<file path="src/rtl/pwm_duty_pkg.sv">
package pwm_duty_pkg;
  localparam int DUTY_W = 11;
  localparam logic [DUTY_W-1:0] DUTY_FULL = '1;

  typedef enum logic [1:0] {DIR_NONE, DIR_UP, DIR_DOWN} dir_e;

  function automatic logic [2:0] hyst_lsb(input logic [1:0] sel);
    case (sel)
      2'd0: hyst_lsb = 3'd1;
      2'd1: hyst_lsb = 3'd2;
      2'd2: hyst_lsb = 3'd4;
      default: hyst_lsb = 3'd6;
    endcase
  endfunction
endpackage

</file>
<file path="src/rtl/pwm_in_sync.sv">
module pwm_in_sync #(
  parameter int STAGES = 2
) (
  input  logic clk_i,
  input  logic rst_ni,
  input  logic pin_i,
  input  logic pol_i,
  output logic level_o
);
  logic [STAGES-1:0] sync_q;

  always_ff @(posedge clk_i or negedge rst_ni) begin
    if (!rst_ni) sync_q <= '0;
    else         sync_q <= {sync_q[STAGES-2:0], pin_i};
  end

  assign level_o = sync_q[STAGES-1] ^ pol_i;
endmodule

</file>
<file path="src/rtl/pwm_period_meter.sv">
module pwm_period_meter #(
  parameter int CNT_W     = 15,
  parameter int MIN_PULSE = 6,
  parameter int TO_SLOW   = 25000,
  parameter int TO_FAST   = 12000
) (
  input  logic             clk_i,
  input  logic             rst_ni,
  input  logic             en_i,
  input  logic             tick_i,
  input  logic             rate_i,
  input  logic             level_i,
  output logic             meas_o,
  output logic [CNT_W-1:0] high_o,
  output logic [CNT_W-1:0] period_o,
  output logic             to_high_o,
  output logic             to_low_o
);
  localparam logic [CNT_W-1:0] MIN_C = CNT_W'(MIN_PULSE);

  logic primed_q, prev_q, armed_q, timed_out_q;
  logic [CNT_W-1:0] high_q, per_q, idle_q;
  logic [CNT_W-1:0] limit;
  logic rise, fall, wide_ok;

  assign limit   = rate_i ? CNT_W'(TO_FAST) : CNT_W'(TO_SLOW);
  assign rise    = primed_q & level_i & ~prev_q;
  assign fall    = primed_q & ~level_i & prev_q;
  assign wide_ok = (high_q >= MIN_C) && ((per_q - high_q) >= MIN_C);

  always_ff @(posedge clk_i or negedge rst_ni) begin
    if (!rst_ni) begin
      primed_q <= 1'b0; prev_q <= 1'b0; armed_q <= 1'b0; timed_out_q <= 1'b0;
      high_q <= '0; per_q <= '0; idle_q <= '0;
      meas_o <= 1'b0; high_o <= '0; period_o <= '0;
      to_high_o <= 1'b0; to_low_o <= 1'b0;
    end else if (!en_i) begin
      primed_q <= 1'b0; prev_q <= 1'b0; armed_q <= 1'b0; timed_out_q <= 1'b0;
      high_q <= '0; per_q <= '0; idle_q <= '0;
      meas_o <= 1'b0; high_o <= '0; period_o <= '0;
      to_high_o <= 1'b0; to_low_o <= 1'b0;
    end else begin
      meas_o    <= 1'b0;
      to_high_o <= 1'b0;
      to_low_o  <= 1'b0;
      if (tick_i) begin
        primed_q <= 1'b1;
        prev_q   <= level_i;
        if (rise) begin
          if (armed_q && wide_ok) begin
            meas_o   <= 1'b1;
            high_o   <= high_q;
            period_o <= per_q;
          end
          armed_q     <= 1'b1;
          high_q      <= CNT_W'(1);
          per_q       <= CNT_W'(1);
          idle_q      <= CNT_W'(1);
          timed_out_q <= 1'b0;
        end else begin
          if (armed_q) begin
            per_q  <= per_q + CNT_W'(1);
            high_q <= high_q + CNT_W'(level_i);
          end
          // a fall after full-scale timeout restarts the off timer
          if (fall && timed_out_q) begin
            idle_q      <= CNT_W'(1);
            timed_out_q <= 1'b0;
          end else if (!timed_out_q) begin
            if (idle_q >= limit - CNT_W'(1)) begin
              timed_out_q <= 1'b1;
              armed_q     <= 1'b0;
              to_high_o   <= level_i;
              to_low_o    <= ~level_i;
            end else begin
              idle_q <= idle_q + CNT_W'(1);
            end
          end
        end
      end
    end
  end
endmodule

</file>
<file path="src/rtl/pwm_duty_div.sv">
module pwm_duty_div
  import pwm_duty_pkg::*;
#(
  parameter int CNT_W = 15
) (
  input  logic              clk_i,
  input  logic              rst_ni,
  input  logic              clr_i,
  input  logic              start_i,
  input  logic [CNT_W-1:0]  high_i,
  input  logic [CNT_W-1:0]  period_i,
  output logic              done_o,
  output logic [DUTY_W-1:0] quot_o
);
  localparam int NUM_W = CNT_W + DUTY_W;
  localparam int IDX_W = $clog2(DUTY_W);

  logic [NUM_W-1:0]  rem_q, num, den_sh;
  logic [CNT_W-1:0]  den_q;
  logic [IDX_W-1:0]  idx_q;
  logic              busy_q;
  logic [DUTY_W-1:0] q_q;

  assign num    = {high_i, {DUTY_W{1'b0}}} - NUM_W'(high_i);
  assign den_sh = NUM_W'(den_q) << idx_q;
  assign quot_o = q_q;

  always_ff @(posedge clk_i or negedge rst_ni) begin
    if (!rst_ni) begin
      rem_q <= '0; den_q <= '0; idx_q <= '0; busy_q <= 1'b0; q_q <= '0; done_o <= 1'b0;
    end else if (clr_i) begin
      rem_q <= '0; den_q <= '0; idx_q <= '0; busy_q <= 1'b0; q_q <= '0; done_o <= 1'b0;
    end else begin
      done_o <= 1'b0;
      if (start_i && !busy_q) begin
        rem_q  <= num;
        den_q  <= period_i;
        idx_q  <= IDX_W'(DUTY_W - 1);
        busy_q <= 1'b1;
        q_q    <= '0;
      end else if (busy_q) begin
        if (rem_q >= den_sh) begin
          rem_q      <= rem_q - den_sh;
          q_q[idx_q] <= 1'b1;
        end
        if (idx_q == '0) begin
          busy_q <= 1'b0;
          done_o <= 1'b1;
        end else begin
          idx_q <= idx_q - IDX_W'(1);
        end
      end
    end
  end
endmodule

</file>
<file path="src/rtl/pwm_hyst_filter.sv">
module pwm_hyst_filter
  import pwm_duty_pkg::*;
(
  input  logic              clk_i,
  input  logic              rst_ni,
  input  logic              en_i,
  input  logic [1:0]        hyst_sel_i,
  input  logic              new_i,
  input  logic [DUTY_W-1:0] new_val_i,
  input  logic              to_high_i,
  input  logic              to_low_i,
  output logic [DUTY_W-1:0] duty_o,
  output logic              valid_o,
  output logic              off_o
);
  logic [DUTY_W-1:0] held_q, up_diff, dn_diff, amt;
  logic              have_q;
  dir_e              dir_q;

  assign amt     = DUTY_W'(hyst_lsb(hyst_sel_i));
  assign up_diff = new_val_i - held_q;
  assign dn_diff = held_q - new_val_i;
  assign duty_o  = held_q;

  always_ff @(posedge clk_i or negedge rst_ni) begin
    if (!rst_ni) begin
      held_q <= '0; have_q <= 1'b0; dir_q <= DIR_NONE; valid_o <= 1'b0; off_o <= 1'b0;
    end else if (!en_i) begin
      held_q <= '0; have_q <= 1'b0; dir_q <= DIR_NONE; valid_o <= 1'b0; off_o <= 1'b0;
    end else begin
      valid_o <= 1'b0;
      if (to_high_i) begin
        held_q <= DUTY_FULL; have_q <= 1'b1; dir_q <= DIR_NONE;
        off_o <= 1'b0; valid_o <= 1'b1;
      end else if (to_low_i) begin
        held_q <= '0; have_q <= 1'b0; dir_q <= DIR_NONE;
        off_o <= 1'b1; valid_o <= 1'b1;
      end else if (new_i) begin
        valid_o <= 1'b1;
        off_o   <= 1'b0;
        if (!have_q) begin
          held_q <= new_val_i;
          have_q <= 1'b1;
        end else if (new_val_i > held_q) begin
          if (dir_q == DIR_UP || up_diff >= amt) begin
            held_q <= new_val_i;
            dir_q  <= DIR_UP;
          end
        end else if (new_val_i < held_q) begin
          if (dir_q == DIR_DOWN || dn_diff >= amt) begin
            held_q <= new_val_i;
            dir_q  <= DIR_DOWN;
          end
        end
      end
    end
  end
endmodule

</file>
<file path="src/rtl/pwm_duty_detector.sv">
module pwm_duty_detector
  import pwm_duty_pkg::*;
#(
  parameter int TO_SLOW   = 25000,
  parameter int TO_FAST   = 12000,
  parameter int MIN_PULSE = 6
) (
  input  logic              clk_i,
  input  logic              rst_ni,
  input  logic              en_i,
  input  logic              pwm_i,
  input  logic              pol_i,
  input  logic              rate_i,
  input  logic [1:0]        hyst_sel_i,
  input  logic              tick_slow_i,
  input  logic              tick_fast_i,
  output logic [DUTY_W-1:0] duty_o,
  output logic              valid_o,
  output logic              off_o
);
  localparam int TO_MAX = (TO_SLOW > TO_FAST) ? TO_SLOW : TO_FAST;
  localparam int CNT_W  = $clog2(TO_MAX + 1);

  logic              level, tick, meas, to_high, to_low, div_done;
  logic [CNT_W-1:0]  high_cnt, per_cnt;
  logic [DUTY_W-1:0] quot;

  assign tick = rate_i ? tick_fast_i : tick_slow_i;

  pwm_in_sync #(.STAGES(2)) i_sync (
    .clk_i(clk_i), .rst_ni(rst_ni), .pin_i(pwm_i), .pol_i(pol_i), .level_o(level)
  );

  pwm_period_meter #(
    .CNT_W(CNT_W), .MIN_PULSE(MIN_PULSE), .TO_SLOW(TO_SLOW), .TO_FAST(TO_FAST)
  ) i_meter (
    .clk_i(clk_i), .rst_ni(rst_ni), .en_i(en_i), .tick_i(tick), .rate_i(rate_i),
    .level_i(level), .meas_o(meas), .high_o(high_cnt), .period_o(per_cnt),
    .to_high_o(to_high), .to_low_o(to_low)
  );

  pwm_duty_div #(.CNT_W(CNT_W)) i_div (
    .clk_i(clk_i), .rst_ni(rst_ni), .clr_i(~en_i), .start_i(meas),
    .high_i(high_cnt), .period_i(per_cnt), .done_o(div_done), .quot_o(quot)
  );

  pwm_hyst_filter i_filt (
    .clk_i(clk_i), .rst_ni(rst_ni), .en_i(en_i), .hyst_sel_i(hyst_sel_i),
    .new_i(div_done), .new_val_i(quot), .to_high_i(to_high), .to_low_i(to_low),
    .duty_o(duty_o), .valid_o(valid_o), .off_o(off_o)
  );
endmodule

</file>
<file path="config.mk">
export PLATFORM = sky130hd
export DESIGN_NAME = pwm_duty_detector
export DESIGN_NICKNAME = d
export VERILOG_FILES = /design/src/rtl/pwm_duty_pkg.sv /design/src/rtl/pwm_in_sync.sv /design/src/rtl/pwm_period_meter.sv /design/src/rtl/pwm_duty_div.sv /design/src/rtl/pwm_hyst_filter.sv /design/src/rtl/pwm_duty_detector.sv
export SDC_FILE = /design/constraint.sdc
export NUM_CORES = 1
export LEC_CHECK = 0
export ABC_AREA = 1
export CORE_UTILIZATION = 65
export DETAILED_ROUTE_END_ITERATION = 8
export MAX_ROUTING_LAYER = met4
export PLACE_DENSITY_LB_ADDON = 0.2
export REMOVE_ABC_BUFFERS = 1
export SLEW_MARGIN = 0
export SYNTH_ARGS = -nofsm -noshare
export SYNTH_HDL_FRONTEND = slang
export SYNTH_SLANG_ARGS = --single-unit
</file>
<file path="constraint.sdc">
create_clock -name clk_i -period 6.3 [get_ports clk_i]
set_input_delay 1.89 -clock clk_i [delete_from_list [all_inputs] [get_ports clk_i]]
set_output_delay 1.89 -clock clk_i [all_outputs]
set_load 0.005 [all_outputs]
</file>
==> flow_summary_export.csv <==
group,metric,value,unit
synth,synthTopCellsByArea,"dfrtp_1 (31%), nand2_1 (15%), ha_1 (8.6%)",
power_and_ir_drop,switchingPower,1680,uW
setup_path,path_max_fanout,34,
power_and_ir_drop,p_per_area,290,nW/um^2
timing,fmaxAchievable,0.218,GHz
timing,slew_viol_final,0,
outcome,status,"completed",
synth,syn_inst,1904,
final_layout,drive_above_1_share,0.0567,
timing,finalHoldViolCount,0,
route,dr.pass1.iters,6,
synth,synth_area_per_cell,6.74,sq um
floorplan,row_count,51,
clock_network,numCtsBuffers,17,
route,ant_nets,0,
route,drc,0,
synth,yosys.area.top_type_share,0.308,
clock_network,clock-root-buffer,"clkbuf_16",
min_path,hold_end,"i_sync.sync_q[1]$_DFF_PN0_",
grt,grt_pass1_wl,57600,um
min_path,hp-class,"flop to flop",
floorplan,die_h,142,um
clock_network,htreeDepth,4,
final_layout,nets,1995,
grt,grt_overflow_total,0,
timing,tns,0,ns
timing,rsz0062_at_grt,"no",
setup_path,end_kind,"flop",
synth,synth_edf_count,0,
power_and_ir_drop,irDropWorstVdd,0.000197,V
timing,relSlewSlack,0.138,
synth,synthTopCellsByCount,"nand2_1 (507), inv_1 (249), o21ai_0 (169), dfrtp_1 (158), nor2_1 (151)",
power_and_ir_drop,power.total,3980,uW
power_and_ir_drop,seqPwrFrac,0.287,
place,numPortBuffers,22,
final_layout,seq_area,3950,sq um
synth,yosysWarnings,0,
setup_path,rr_startpoint,"i_div.idx_q[2]$_DFFE_PN0P_",
min_path,hold_path_depth,0,
place,gp_congestion,1.05,
floorplan,dieArea,20300,sq um
synth,synth_most_common_cell,"nand2_1",
synth,post-synth-top-area-cell,"dfrtp_1",
setup_path,r2r-end,"i_div.rem_q[19]$_DFFE_PN0P_",
clock_network,insertion_delay,0.43,ns
clock_network,post_cts_resize_count,0,
final_layout,n_antenna_cell,0,
final_layout,final_core_util,0.708,
final_layout,multiInputGateArea,7620,sq um
power_and_ir_drop,p_int,2300,uW
synth,synthesis.area,12800,sq um
timing,worstMarginPinSlew,1.28,ns
setup_path,critical_path_class,"flop to flop",
setup_path,ff2ff_path_depth,16,
floorplan,initial_core_util,0.661,
clock_network,path_clk_slew,0.07,ns
final_layout,area_delta_synth_final,7.10,%
route,wl_per_cell,16.3,um
timing,final.min_clock_period,4.59,ns
power_and_ir_drop,pwr-share-clk,0.271,
setup_path,reg2reg_slack,1.71,ns
route,drt-initial-drc-count,1400,
grt,grt_max_degree,76,
final_layout,final_area,13700,sq um
job,max-cap-violations,0,
route,vias,12900,
setup_path,crit_required,6.67,ns
route,wl,35400,um
place,placed_area,13100,sq um
floorplan,ioPinCount,23,
clock_network,cts_setup_buffers,0,
setup_path,cp.arrival,4.96,ns
floorplan,coreArea,19400,sq um
timing,setup_viol,0,
min_path,hold_start,"i_sync.sync_q[0]$_DFF_PN0_",
timing,min_period_over_period,0.728,
clock_network,max-clock-path-buffers,2,
synth,synthArstFlopShare,1.00,
synth,synth_top_flop_cell,"dfrtp_1",
clock_network,cts_tree,"built",
floorplan,chipWidth,142,um
synth,synth_seq_area_share,0.308,
setup_path,startpoint_type,"flop",
final_layout,fillers,1714,
power_and_ir_drop,swShare,0.421,
clock_network,cts_hold_buf,0,
timing,skew,0.0136,ns
route,vias_per_cell,5.96,
place,dp_hpwl,27300,um
grt,antenna_found_initial,0,
synth,synth.distinct_cells,58,
power_and_ir_drop,p_leak,0.00708,uW
grt,grt_use_total,0.372,
grt,grt_pass1_vias,11600,
synth,synth_seq_cells,158,
setup_path,startpoint,"i_div.idx_q[2]$_DFFE_PN0P_",
power_and_ir_drop,combPwrFrac,0.442,
clock_network,cts_sinks,158,
-- sequential cells by signal, indices dropped and copies added, names as in the netlist, 2 cells and up --
register	flops
i_div.quot_o	11
i_meter.high_q	15
i_meter.high_o	15
i_sync.sync_q	2
i_meter.per_q	15
i_filt.duty_o	11
i_meter.idle_q	15
i_filt.dir_q	2
i_meter.period_o	15
i_div.den_q	15
i_div.rem_q	26
i_div.idx_q	4
-- layout make-up --
cell class | instances | share of cell area
repair buffers | 28 | 0.0190
flip-flops and latches | 158 | 0.288
clock buffers | 18 | 0.0320
well taps | 265 | 0.0241
multi-input cells | 1432 | 0.554
clock inverters | 14 | 0.0128
inverters | 256 | 0.0699
-- power groups by stage --
| stage | Combinational [uW] | Clock [uW] | Sequential, uW |
|---|---|---|---|
| floorplan | 1290 | 0 | 1140 |
| global placement | 1680 | 0 | 1160 |
| detailed placement | 1700 | 0 | 1160 |
| CTS | 1710 | 1080 | 1140 |
| global route | 1970 | 1130 | 1150 |
| finish | 1760 | 1080 | 1140 |
-- routing by layer --
layer / part of all wire / up-vias / track usage
met3: 0.071 / 75 / 0.0495
li1: - / 6283 / -
met4: 0.025 / 0 / 0.100
met5: 0 / - / -
met1: 0.44 / 6018 / 0.501
met2: 0.46 / 558 / 0.591
-- cells by family after synthesis --
group | share of synthesized area
AO/OA/AOI/OAI | 0.154
XOR/XNOR | 0.0197
adder cells (fa/ha/maj) | 0.0921
buffers and inverters | 0.0980
AND/OR/NAND/NOR | 0.327
flip-flops | 0.308
multiplexers | 0.000780
-- metrics by stage --
| step | worst slack (ns) | std cells | hold WS, ns |
|---|---|---|---|
| floorplan | 2.43 | 1846 | 0.331 |
| global placement | 1.68 | 2139 | 0.345 |
| detailed placement | 1.55 | 2139 | 0.346 |
| CTS | 1.89 | 2171 | 0.374 |
| global route | 1.32 | 2171 | 0.388 |
| finish | 1.71 | 2171 | 0.371 |
-- cell usage in the layout, fill, tap and decap left out, drive strengths merged, types with 3 or more instances in the layout --
cell	synthesis	final
nand2	531	531
inv	254	260
o21ai	178	178
dfrtp	158	158
nor2	158	158
nand3	121	121
a21oi	116	116
ha	88	88
nand4	79	79
nor3	36	36
xor2	21	21
clkdlybuf4s50	0	20
clkbuf	30	18
or2	11	11
o21bai	9	9
a211oi	8	8
buf	28	8
clkinv	2	8
a22oi	7	7
a21o	7	7
xnor2	7	7
a31oi	6	6
nor4	5	5
nor3b	5	5
o21a	5	5
nand3b	4	4
a31o	4	4
fa	4	4
o22ai	3	3
o211ai	3	3
-- critical path: stages, from the launching register on --
cell and delay (ns):
dfrtp_1 0.63, clkinv_1 0.49, nor2_1 0.65, a22oi_1 0.25
ha_1 0.44, nand2_1 0.13, nor2_1 0.22, nand2_1 0.08
nor2_1 0.15, nand3_1 0.14, nand2_1 0.09, a211oi_1 0.05
nand2_1 0.08, nand2_2 0.23, inv_2 0.56, nand3_1 0.22
nand2_1 0.11
-- worst max path at each step --
stage / to / slack (ns) / cells after the start
2_1_floorplan: i_meter.high_o[0]$_DFFE_PN0P_ / 2.43 / 10
3_3_place_gp: i_meter.idle_q[13]$_DFFE_PN0P_ / 1.68 / 14
3_5_place_dp: i_meter.high_o[8]$_DFFE_PN0P_ / 1.55 / 12
4_1_cts: i_div.rem_q[19]$_DFFE_PN0P_ / 1.89 / 16
5_1_grt: i_div.rem_q[19]$_DFFE_PN0P_ / 1.32 / 16
6_report: i_div.rem_q[19]$_DFFE_PN0P_ / 1.71 / 16
Power figures use the tool's default switching activity.
